==> src/rtl/dcirq_pkg.sv <==
package dcirq_pkg;
    localparam int unsigned ADDR_W      = 16;
    localparam int unsigned DATA_W      = 8;
    localparam int unsigned MASK_BASE   = 32'h2200;
    localparam int unsigned STAT_BASE   = 32'h2290;
    localparam int unsigned CHAN_STRIDE = 32'h1000;
    localparam int unsigned ID_BASE     = 32'h2280;
    localparam int unsigned ID_STRIDE   = 32'h0004;
    localparam int unsigned CTL_ADDR    = 32'h0000;
endpackage

==> src/rtl/dcirq_dec.sv <==
module dcirq_dec
    import dcirq_pkg::*;
#(
    parameter int unsigned N_CHAN  = 2,
    parameter int unsigned ID_BITS = 4
) (
    input  logic [ADDR_W-1:0]  addr,
    output logic [N_CHAN-1:0]  mask_hit,
    output logic [N_CHAN-1:0]  stat_hit,
    output logic [ID_BITS-1:0] id_hit,
    output logic               ctl_hit
);
    for (genvar i = 0; i < N_CHAN; i++) begin : g_chan
        localparam logic [ADDR_W-1:0] M_ADDR = ADDR_W'(MASK_BASE + i * CHAN_STRIDE);
        localparam logic [ADDR_W-1:0] S_ADDR = ADDR_W'(STAT_BASE + i * CHAN_STRIDE);
        assign mask_hit[i] = (addr == M_ADDR);
        assign stat_hit[i] = (addr == S_ADDR);
    end

    for (genvar k = 0; k < ID_BITS; k++) begin : g_id
        localparam logic [ADDR_W-1:0] I_ADDR = ADDR_W'(ID_BASE + k * ID_STRIDE);
        assign id_hit[k] = (addr == I_ADDR);
    end

    assign ctl_hit = (addr == ADDR_W'(CTL_ADDR));
endmodule

==> src/rtl/dcirq_chan.sv <==
module dcirq_chan (
    input  logic clk,
    input  logic rst_n,
    input  logic set_en,
    input  logic clr_en,
    input  logic req,
    output logic en,
    output logic gated
);
    typedef struct packed {
        logic en;
    } chan_state_t;

    chan_state_t st_d, st_q;

    always_comb begin
        st_d = st_q;
        if (set_en) begin
            st_d.en = 1'b1;
        end else if (clr_en) begin
            st_d.en = 1'b0;
        end
    end

    always_ff @(posedge clk) begin
        if (!rst_n) begin
            st_q <= '0;
        end else begin
            st_q <= st_d;
        end
    end

    assign en    = st_q.en;
    assign gated = req & st_q.en;
endmodule

==> src/rtl/dcirq_rdmux.sv <==
module dcirq_rdmux
    import dcirq_pkg::*;
#(
    parameter int unsigned N_CHAN  = 2,
    parameter int unsigned ID_BITS = 4
) (
    input  logic [N_CHAN-1:0]  stat_hit,
    input  logic [ID_BITS-1:0] id_hit,
    input  logic               ctl_hit,
    input  logic [N_CHAN-1:0]  req,
    input  logic [ID_BITS-1:0] type_code,
    input  logic [DATA_W-1:0]  ctl_val,
    output logic [DATA_W-1:0]  rdata
);
    always_comb begin
        rdata = '0;
        for (int i = 0; i < N_CHAN; i++) begin
            if (stat_hit[i]) begin
                rdata = DATA_W'(req[i]);
            end
        end
        for (int k = 0; k < ID_BITS; k++) begin
            if (id_hit[k]) begin
                rdata = DATA_W'(type_code[k]);
            end
        end
        if (ctl_hit) begin
            rdata = ctl_val;
        end
    end
endmodule

==> src/rtl/dual_chan_irq_regs.sv <==
module dual_chan_irq_regs
    import dcirq_pkg::*;
#(
    parameter int unsigned N_CHAN     = 2,
    parameter int unsigned ID_BITS    = 4,
    parameter int unsigned WIN_EN_BIT = 2
) (
    input  logic                 clk,
    input  logic                 rst_n,
    input  logic [ADDR_W-1:0]    bus_addr,
    input  logic [DATA_W-1:0]    bus_wdata,
    input  logic                 bus_wr,
    input  logic                 bus_rd,
    output logic [DATA_W-1:0]    bus_rdata,
    input  logic [N_CHAN-1:0]    chan_req,
    input  logic [ID_BITS-1:0]   type_code,
    output logic                 irq_out,
    output logic                 dma_chan_sel,
    output logic                 win_open
);
    typedef struct packed {
        logic [DATA_W-1:0] ctl;
        logic [DATA_W-1:0] rdata;
    } top_state_t;

    top_state_t st_d, st_q;

    logic [N_CHAN-1:0]  mask_hit;
    logic [N_CHAN-1:0]  stat_hit;
    logic [ID_BITS-1:0] id_hit;
    logic               ctl_hit;
    logic [N_CHAN-1:0]  en_q;
    logic [N_CHAN-1:0]  gated;
    logic [DATA_W-1:0]  rd_val;

    dcirq_dec #(.N_CHAN(N_CHAN), .ID_BITS(ID_BITS)) u_dec (
        .addr     (bus_addr),
        .mask_hit (mask_hit),
        .stat_hit (stat_hit),
        .id_hit   (id_hit),
        .ctl_hit  (ctl_hit)
    );

    for (genvar i = 0; i < N_CHAN; i++) begin : g_chan
        dcirq_chan u_chan (
            .clk    (clk),
            .rst_n  (rst_n),
            .set_en (bus_wr & mask_hit[i]),
            .clr_en (bus_rd & mask_hit[i]),
            .req    (chan_req[i]),
            .en     (en_q[i]),
            .gated  (gated[i])
        );
    end

    dcirq_rdmux #(.N_CHAN(N_CHAN), .ID_BITS(ID_BITS)) u_mux (
        .stat_hit  (stat_hit),
        .id_hit    (id_hit),
        .ctl_hit   (ctl_hit),
        .req       (chan_req),
        .type_code (type_code),
        .ctl_val   (st_q.ctl),
        .rdata     (rd_val)
    );

    always_comb begin
        st_d       = st_q;
        st_d.rdata = bus_rd ? rd_val : '0;
        if (bus_wr && ctl_hit) begin
            st_d.ctl = bus_wdata;
        end
    end

    always_ff @(posedge clk) begin
        if (!rst_n) begin
            st_q <= '0;
        end else begin
            st_q <= st_d;
        end
    end

    assign bus_rdata    = st_q.rdata;
    assign irq_out      = |gated;
    assign dma_chan_sel = st_q.ctl[0];
    assign win_open     = st_q.ctl[WIN_EN_BIT];
endmodule

==> config.mk <==
export PLATFORM = sky130hd
export DESIGN_NAME = dual_chan_irq_regs
export DESIGN_NICKNAME = d
export VERILOG_FILES = /design/src/rtl/dcirq_pkg.sv /design/src/rtl/dcirq_dec.sv /design/src/rtl/dcirq_chan.sv /design/src/rtl/dcirq_rdmux.sv /design/src/rtl/dual_chan_irq_regs.sv
export SDC_FILE = /design/constraint.sdc
export NUM_CORES = 1
export LEC_CHECK = 0
export ABC_AREA = 1
export BUFFER_PORTS_ARGS = -buffer_cell sky130_fd_sc_hd__buf_2
export CAP_MARGIN = 20
export CELL_PAD_IN_SITES_DETAIL_PLACEMENT = 1
export CELL_PAD_IN_SITES_GLOBAL_PLACEMENT = 2
export CORE_MARGIN = 5
export CORE_UTILIZATION = 24
export CTS_CLUSTER_DIAMETER = 60
export CTS_CLUSTER_SIZE = 25
export DETAILED_ROUTE_END_ITERATION = 12
export PLACE_DENSITY = 0.9
export SLEW_MARGIN = 20
export SYNTH_ARGS = -nofsm -noshare
export SYNTH_HDL_FRONTEND = slang
export SYNTH_SLANG_ARGS = --single-unit
==> constraint.sdc <==
create_clock -name clk -period 2.6 [get_ports clk]
set_input_delay 0.52 -clock clk [delete_from_list [all_inputs] [get_ports clk]]
set_output_delay 0.52 -clock clk [all_outputs]
set_load 0.02 [all_outputs]
==> summary.txt, run 1 <==
status -> complete, no violations
layout cell share with drive strength beyond 1 -> 34.5%
Reg clk slew, reported paths -> 0.07 ns
register bit total from synthesis -> 18
Min-Delay Path Class -> reg2reg
largest net degree at the start of global routing -> 16
period utilization -> 63.8%
Row Count -> 22
sw frac -> 20.8%
ys async rst share -> 0%
most frequent cell after synthesis -> nor2_1
Antenna Nets Post-Route -> 0
I/O pin cnt -> 45
syn nets -> 163
internal power -> 0.435 mW
total congestion overflow -> 0
Switch Pwr -> 0.114 mW
Synth Instances -> 129
CTS Hold Bufs -> 0
Critical Path RT -> 2.72 ns
GRT Util Overall -> 10.0%
Clk pwr share -> 40.2%
cts bufs inserted -> 3
synthesized area -> 906 sq um
Initial Util -> 24.7%
Max-slew headroom -> 69.8%
Final min period -> 1.66 ns
critical path capture point type -> flip-flop
Mean Syn Cell Area -> 7.02 sq um
nets@finish -> 203
Max Slew Vio Count -> 0
Post-synth EDFFs -> 0
die area -> 0.00510 sq mm
Setup crit start kind -> input port
clk buf depth -> 2
Initial DRC Count -> 9
Core Area -> 0.00366 sq mm
initial antenna violation count -> 0
DR DRC count -> 0
Root Buffer -> clkbuf_8
Sequential Power Share -> 50.2%
Data arrival, critical path -> 1.78 ns
cell taking the most area after synthesis -> dfxtp_1
CP Max Fanout -> 15
skew final -> 0.00112 ns
synth unique cells -> 19
Crit Path Class -> in2reg
Leakage -> 0.562 nW
Least-Margin Pin Slew -> 0.452 ns
RSZ-0062 raised after global routing -> no
routed len/inst -> 11.0 microns
TritonCTS clock tree -> yes
via/cell ratio -> 4.17
first-pass GRT wire length -> 4.11 mm
sequential area share after synthesis -> 39.8%
IO buf count -> 44
DIE HEIGHT -> 71.4 microns
final hold violations -> 0
maximum capacitance violations -> 0
Synth Flop Type -> dfxtp_1
cts repair resizes -> 0
number of global-route vias before repair -> 959
share of the synthesized area in the top cell type -> 39.8%
Largest stage delay, worst path -> 0.23 ns
hold slack final -> 0.453 ns
Comb power frac -> 9.7%
total wire length -> 2.37 mm
worst skew pair latency -> 0.24 ns
Cell Pwr Density -> 469 mW/mm^2
Peak VDD IR -> 0.000167 V
Sum Neg Setup Slack -> 0 ns
routability-driven placement congestion ratio -> 0.784
via count -> 900
CTS H-Tree Depth -> 1
area grow syn2layout -> 29.1%
CP max-delay cell -> o21ai_0
Die W -> 71.4 microns
Antenna diodes -> 0
Clock Sinks -> 18
Post-DP HPWL -> 2.11 mm
f_max -> 603 MHz
# setup viols final -> 0
Synth area leaders -> dfxtp_1 40%, nor2_1 9.1%, inv_1 8.7%, nand2_1 7.5%, buf_4 6.6%
Setup Fix Bufs, Post-CTS -> 0
most instantiated cells after synthesis -> 22 x nor2_1, 21 x inv_1, 18 x dfxtp_1, 18 x nand2_1
CP Cell Sequence -> buf_2, nor2_2, nand2_2, nor2_2, inv_2, nor3_4, nand2_2, o21ai_0, a21oi_1
first-pass iteration count of the detailed router -> 2
Yosys Warn Count -> 0
placed cells by master (no fill, tap or decap), drive strengths merged, types with 4 or more instances in the layout:
cell type / count
a21oi: 10
nor2: 25
nand3: 9
nand2: 20
inv: 22
o21ai: 7
buf: 44
dfxtp: 18
clkbuf: 4
nor3: 5
worst max-delay path: cells and delay by family:
family | cells | cell delay [ns]
compound gates | 2 | 0.30
simple gates | 5 | 0.78
buf+inv | 2 | 0.19
kinds of logic after synthesis:
kind of cell | synth area share [%]
AOI/OAI and AO/OA | 11.6
buffers and inverters | 17.0
DFF | 39.8
and+or+nand+nor | 31.6
routing by layer:
metal | track usage, % | routed length (microns) | part of all wire [%] | vias to the layer above
li1 | - | - | - | 474
met1 | 10.6 | 944 | 40 | 406
met2 | 18.9 | 1260 | 53 | 16
met3 | 2.10 | 108 | 4.6 | 4
met4 | 4.38 | 58 | 2.5 | 0
met5 | 0 | 0 | 0 | -
stage by stage:
step	power [mW]	setup slack (ns)	instances	instance area [sq um]	utilization, %
floorplan	0.300	1.03	129	906	-
global placement	0.334	0.788	212	1110	30.5
detailed placement	0.336	0.694	212	1110	30.5
CTS	0.558	0.947	216	1170	32.0
global route	0.578	0.776	216	1170	32.0
finish	0.549	0.941	216	1170	32.0
path summary, 6_finish.rpt:
path	from	slack, ns	depth (start not counted)	endpoint
worst max-delay path	bus_addr[3]	0.94	9	st_q[12]
worst min-delay path	st_q[9]	0.45	2	bus_rdata[1]
worst max register to register	dma_chan_sel	1.86	4	bus_rdata[0]
worst min register to register	st_q[9]	0.45	2	bus_rdata[1]
layout make-up:
class	count	area, sq um
repair buffers	44	220
multi-input cells	80	392
well taps	48	60.1
flip-flops and latches	18	360
fillers	484	2490
clock buffers	4	55.1
inverters	22	82.6
registers in the layout, summed over array words and instances (netlist names):
| signal | flops |
|---|---|
| dma_chan_sel | 1 |
| bus_rdata | 8 |
| win_open | 1 |
| st_q | 6 |
| g_chan.u_chan.en | 2 |
power groups by stage:
stage | sequential (mW) | combinational, mW | clock [mW]
floorplan | 0.282 | 0.0179 | 0
detailed placement | 0.282 | 0.0539 | 0
CTS | 0.275 | 0.0541 | 0.229
global placement | 0.282 | 0.0518 | 0
finish | 0.276 | 0.0530 | 0.220
global route | 0.275 | 0.0612 | 0.241
(Power assumes the default switching activity.)
==> inputs of run 2 (changes only) <==
Settings changed: ABC_AREA 1 to 0, CORE_UTILIZATION 24 to 23, PLACE_DENSITY 0.9 to 0.82.
Clock period 2.6 ns to 1.5 ns, I/O delays scaled along.
==> summary.txt, run 2 <==
register bit total from synthesis -> 18
Initial DRC Count -> 24
IO buf count -> 44
via count -> 837
routed len/inst -> 13.4 microns
most frequent cell after synthesis -> dfxtp_1
RSZ-0062 raised after global routing -> yes
worst slack at placement -> -0.306 ns
I/O pin cnt -> 45
Clk pwr share -> 39.4%
final setup margin -> 0.00600 ns
maximum capacitance violations -> 0
share of the synthesized area in the top cell type -> 39.9%
Synth Instances -> 88
Synth Flop Type -> dfxtp_1
Row Count -> 22
DP Cell Count -> 183
Data arrival, critical path -> 1.64 ns
Comb power frac -> 12.0%
GRT Util Overall -> 10.1%
Final min period -> 1.49 ns
number of global-route vias before repair -> 884
Core Area -> 0.00374 sq mm
CTS H-Tree Depth -> 1
CP Cell Sequence -> buf_6, or4_4, nor2_8, nand4_4, mux2i_2, nor2b_1
die area -> 0.00528 sq mm
area grow syn2layout -> 45.4%
syn nets -> 122
skew final -> 0.00156 ns
first-pass iteration count of the detailed router -> 4
Min-Delay Path Class -> in2reg
largest net degree at the start of global routing -> 14
FILL cells -> 469
synthesized area -> 903 sq um
TritonCTS clock tree -> yes
Synth area leaders -> dfxtp_1 40%, mux2i_1 10%, buf_4 6.6%, nor2b_1 5.5%, and2_1 4.8%
ys async rst share -> 0%
commonest cells after routing, fill and taps aside -> 40 x buf_2, 18 x dfxtp_1, 14 x buf_4
f_max -> 669 MHz
sw frac -> 20.7%
Yosys Warn Count -> 0
most common cell after layout, fill and taps aside -> buf_2
first-pass GRT wire length -> 4.12 mm
Cell Pwr Density -> 748 mW/mm^2
final hold violations -> 0
Die W -> 72.7 microns
dpl cell area -> 0.00121 sq mm
DR DRC count -> 0
total wire length -> 2.53 mm
routability-driven placement congestion ratio -> 0.799
Max-slew headroom -> 79.3%
most instantiated cells after synthesis -> 18 x dfxtp_1, 9 x mux2i_1, 8 x buf_4, 8 x nor2b_1, 7 x and2_1
CP Max Fanout -> 8
via/cell ratio -> 4.43
Sum Neg Setup Slack -> 0 ns
CTS Hold Bufs -> 0
Clock Sinks -> 18
total congestion overflow -> 0
initial antenna violation count -> 0
Sequential Power Share -> 48.6%
critical path capture point type -> flip-flop
Switch Pwr -> 0.203 mW
final instance area -> 0.00131 sq mm
Post-DP HPWL -> 2.10 mm
period utilization -> 99.6%
# setup viols final -> 0
max reg flops -> 8
Post-synth EDFFs -> 0
Antenna Nets Post-Route -> 0
post-route insts no fill -> 189
layout cell share with drive strength beyond 1 -> 53.2%
Leakage -> 0.641 nW
internal power -> 0.780 mW
sequential area share after synthesis -> 39.9%
Initial Util -> 24.1%
cts bufs inserted -> 3
DIE HEIGHT -> 72.7 microns
synth unique cells -> 32
Crit Path Class -> in2reg
worst skew pair latency -> 0.25 ns
clk buf depth -> 2
nets@finish -> 176
Reg clk slew, reported paths -> 0.07 ns
Mean Syn Cell Area -> 10.3 sq um
Root Buffer -> clkbuf_8
cell taking the most area after synthesis -> dfxtp_1
Largest stage delay, worst path -> 0.56 ns
Peak VDD IR -> 0.000333 V
Max Slew Vio Count -> 0
CP max-delay cell -> or4_4
Least-Margin Pin Slew -> 0.308 ns
Antenna diodes -> 0
R2R setup slack -> 0.85 ns
Setup crit start kind -> input port
status -> complete, no violations
Critical Path RT -> 1.64 ns
-- run 2: cell count changes after synthesis, sizes merged, moves of 8 or more --
cell	change
a21oi	-8
inv	-22
mux2i	+9
nand2	-18
nor2	-21
nor2b	+8
-- run 2: power groups by stage --
stage | combinational [mW] | sequential, mW | clock [mW]
after floorplan | 0.0277 | 0.489 | 0
after global placement | 0.104 | 0.489 | 0
after detailed placement | 0.108 | 0.489 | 0
after CTS | 0.113 | 0.478 | 0.401
after global routing | 0.130 | 0.477 | 0.433
final | 0.118 | 0.478 | 0.387
-- run 2: cells by family (layout without fill, tap and decap cells) --
kind of cell / after synthesis / count (layout) / share of synthesized area (%)
AO/OA/AOI/OAI: 10 / 10 / 8.03
buffers and inverters: 9 / 62 / 7.06
flip-flops: 18 / 18 / 39.9
multiplexers: 9 / 9 / 9.97
AND/OR/NAND/NOR: 42 / 42 / 35.0
-- run 2: repair_timing --
| action | 4_1_cts | 5_1_grt |
|---|---|---|
| endpoints found under the setup margin | 2 | 13 |
| resized for setup | 2 | 4 |
| pin swaps | 3 | 3 |
| setup buffers | 1 | 1 |
-- run 2: cell type report --
type	instances	area (sq um)	area share, %
flip-flops and latches	18	360	27.4
multi-input cells	61	488	37.1
clock buffers	4	55.1	4.19
well taps	48	60.1	4.57
repair buffers	58	350	26.7
-- run 2: metrics by stage --
stage / utilization, % / hold WS (ns) / total power, mW
floorplan: - / 0.430 / 0.516
global placement: 32.3 / 0.440 / 0.593
detailed placement: 32.3 / 0.441 / 0.597
CTS: 34.3 / 0.294 / 0.991
global route: 35.1 / 0.303 / 1.04
finish: 35.1 / 0.295 / 0.983
-- run 2: routing by layer --
layer	wire length, microns	part of all wire, %	track usage (%)	vias to the layer above
met3	160	6.3	4.27	4
li1	-	-	-	419
met2	1380	54	17.6	22
met1	960	38	10.6	392
met5	0	0	0	-
met4	31	1.2	4.30	0
-- run 2: final timing paths --
| kind | from | to | depth (start not counted) |
|---|---|---|---|
| worst max-delay path | bus_addr[5] | st_q[11] | 6 |
| worst min-delay path | bus_wdata[0] | dma_chan_sel | 3 |
| worst max register to register | dma_chan_sel | bus_rdata[0] | 2 |
| worst min register to register | st_q[13] | bus_rdata[5] | 1 |
-- run 2: worst max-delay path, delay by kind of cell --
family,cells,cell delay (ns)
and+or+nand+nor,4,0.98
buffers and inverters,1,0.09
muxes,1,0.25
==> inputs of run 3 (changes only) <==
Settings changed: RECOVER_POWER from default to 50, SLEW_MARGIN 20 to default.
==> summary.txt, run 3 (synthesis results as in run 2) <==
FILL cells -> 469
Least-Margin Pin Slew -> 0.310 ns
Reg clk slew, reported paths -> 0.07 ns
worst skew pair latency -> 0.25 ns
final setup margin -> 0.00565 ns
die area -> 0.00528 sq mm
Max-slew headroom -> 79.2%
skew final -> 0.00157 ns
reg2reg start -> dma_chan_sel
Die W -> 72.7 microns
Crit Path Class -> in2reg
Row Count -> 22
initial antenna violation count -> 0
Final min period -> 1.49 ns
first-pass GRT wire length -> 4.12 mm
DIE HEIGHT -> 72.7 microns
hold endpoint -> dma_chan_sel
worst r2r dst -> bus_rdata[0]
Antenna Nets Post-Route -> 0
worst slack at placement -> -0.306 ns
post-route insts no fill -> 189
R2R setup slack -> 0.84 ns
Peak VDD IR -> 0.000333 V
CP Max Fanout -> 8
TritonCTS clock tree -> yes
nets@finish -> 176
number of global-route vias before repair -> 884
largest net degree at the start of global routing -> 14
Data arrival, critical path -> 1.64 ns
Core Area -> 0.00374 sq mm
final hold violations -> 0
Clock Sinks -> 18
commonest cells after routing, fill and taps aside -> 29 x buf_2, 18 x dfxtp_1, 14 x buf_4
period utilization -> 99.6%
via count -> 835
Post-DP HPWL -> 2.10 mm
first-pass iteration count of the detailed router -> 4
GRT Util Overall -> 10.1%
routability-driven placement congestion ratio -> 0.799
via/cell ratio -> 4.42
total wire length -> 2.55 mm
Root Buffer -> clkbuf_8
critical path capture point type -> flip-flop
CTS Hold Bufs -> 0
layout cell share with drive strength beyond 1 -> 45.4%
Leakage -> 0.592 nW
Antenna diodes -> 0
clk buf depth -> 2
CTS H-Tree Depth -> 1
I/O pin cnt -> 45
status -> complete, no violations
max reg flops -> 8
routed len/inst -> 13.5 microns
Cell Pwr Density -> 756 mW/mm^2
start point of the worst hold path -> bus_wdata[0]
worst r2r path cells -> 2
most common cell after layout, fill and taps aside -> buf_2
# setup viols final -> 0
RSZ-0062 raised after global routing -> yes
maximum capacitance violations -> 0
Critical Path RT -> 1.64 ns
cts bufs inserted -> 3
Initial DRC Count -> 25
Min-Delay Path Class -> in2reg
Max Slew Vio Count -> 0
DR DRC count -> 0
hold slack final -> 0.295 ns
hold depth -> 3
IO buf count -> 44
DP Cell Count -> 183
total congestion overflow -> 0
f_max -> 669 MHz
area grow syn2layout -> 43.9%
Initial Util -> 24.1%
Setup crit start kind -> input port
run 3: cell count changes in the layout (fill, tap and decap cells not counted), sizes merged:
cell and change:
clkbuf +11, buf -11
run 3: area by class of cell:
type,instances,area [sq um],share of cell area [%]
Clock buffer,4,55.1,4.23
Multi-Input combinational cell,61,488,37.5
Sequential cell,18,360,27.7
Tap cell,48,60.1,4.62
Timing Repair Buffer,58,337,25.9
run 3: worst max-delay path by stage:
stage,from,endpoint,slack [ns],cells after the start
6_report,bus_addr[5],st_q[11],0.006,6
4_1_cts,bus_addr[0],st_q[14],-0.02,6
5_1_grt,bus_addr[5],st_q[11],-0.06,6
2_1_floorplan,bus_addr[6],dma_chan_sel,-0.06,5
3_5_place_dp,bus_addr[6],st_q[14],-0.31,6
3_3_place_gp,bus_addr[6],st_q[13],-0.22,6
run 3: metrics by stage:
step | setup TNS, ns | util, % | power [mW] | area [sq um]
floorplan | -0.477 | - | 0.516 | 903
global placement | -3.49 | 32.3 | 0.593 | 1210
detailed placement | -4.16 | 32.3 | 0.597 | 1210
CTS | -0.0189 | 34.3 | 0.991 | 1280
global route | -0.100 | 34.7 | 1.04 | 1300
finish | 0 | 34.7 | 0.983 | 1300
run 3: worst max-delay path: stages:
cell and delay, ns:
buf_6 0.09, or4_4 0.56, nor2_8 0.16, nand4_4 0.20, mux2i_2 0.25, nor2b_1 0.06
run 3: metal layers:
layer / part of all wire [%] / wire length, microns / track usage (%)
met1: 38 / 976 / 10.6
met2: 54 / 1370 / 17.6
met3: 6.4 / 164 / 4.27
met4: 1.2 / 31 / 4.30
met5: 0 / 0 / 0
run 3: power by group:
part           switching, mW  internal, mW
clock                  0.154         0.233
sequential        0.00000152         0.478
combinational         0.0492        0.0689
run 3: repair_timing:
item,in CTS,in global routing
buffers inserted,1,1
endpoints found under the setup margin,2,13
pin swaps,3,3
resized for setup,2,4
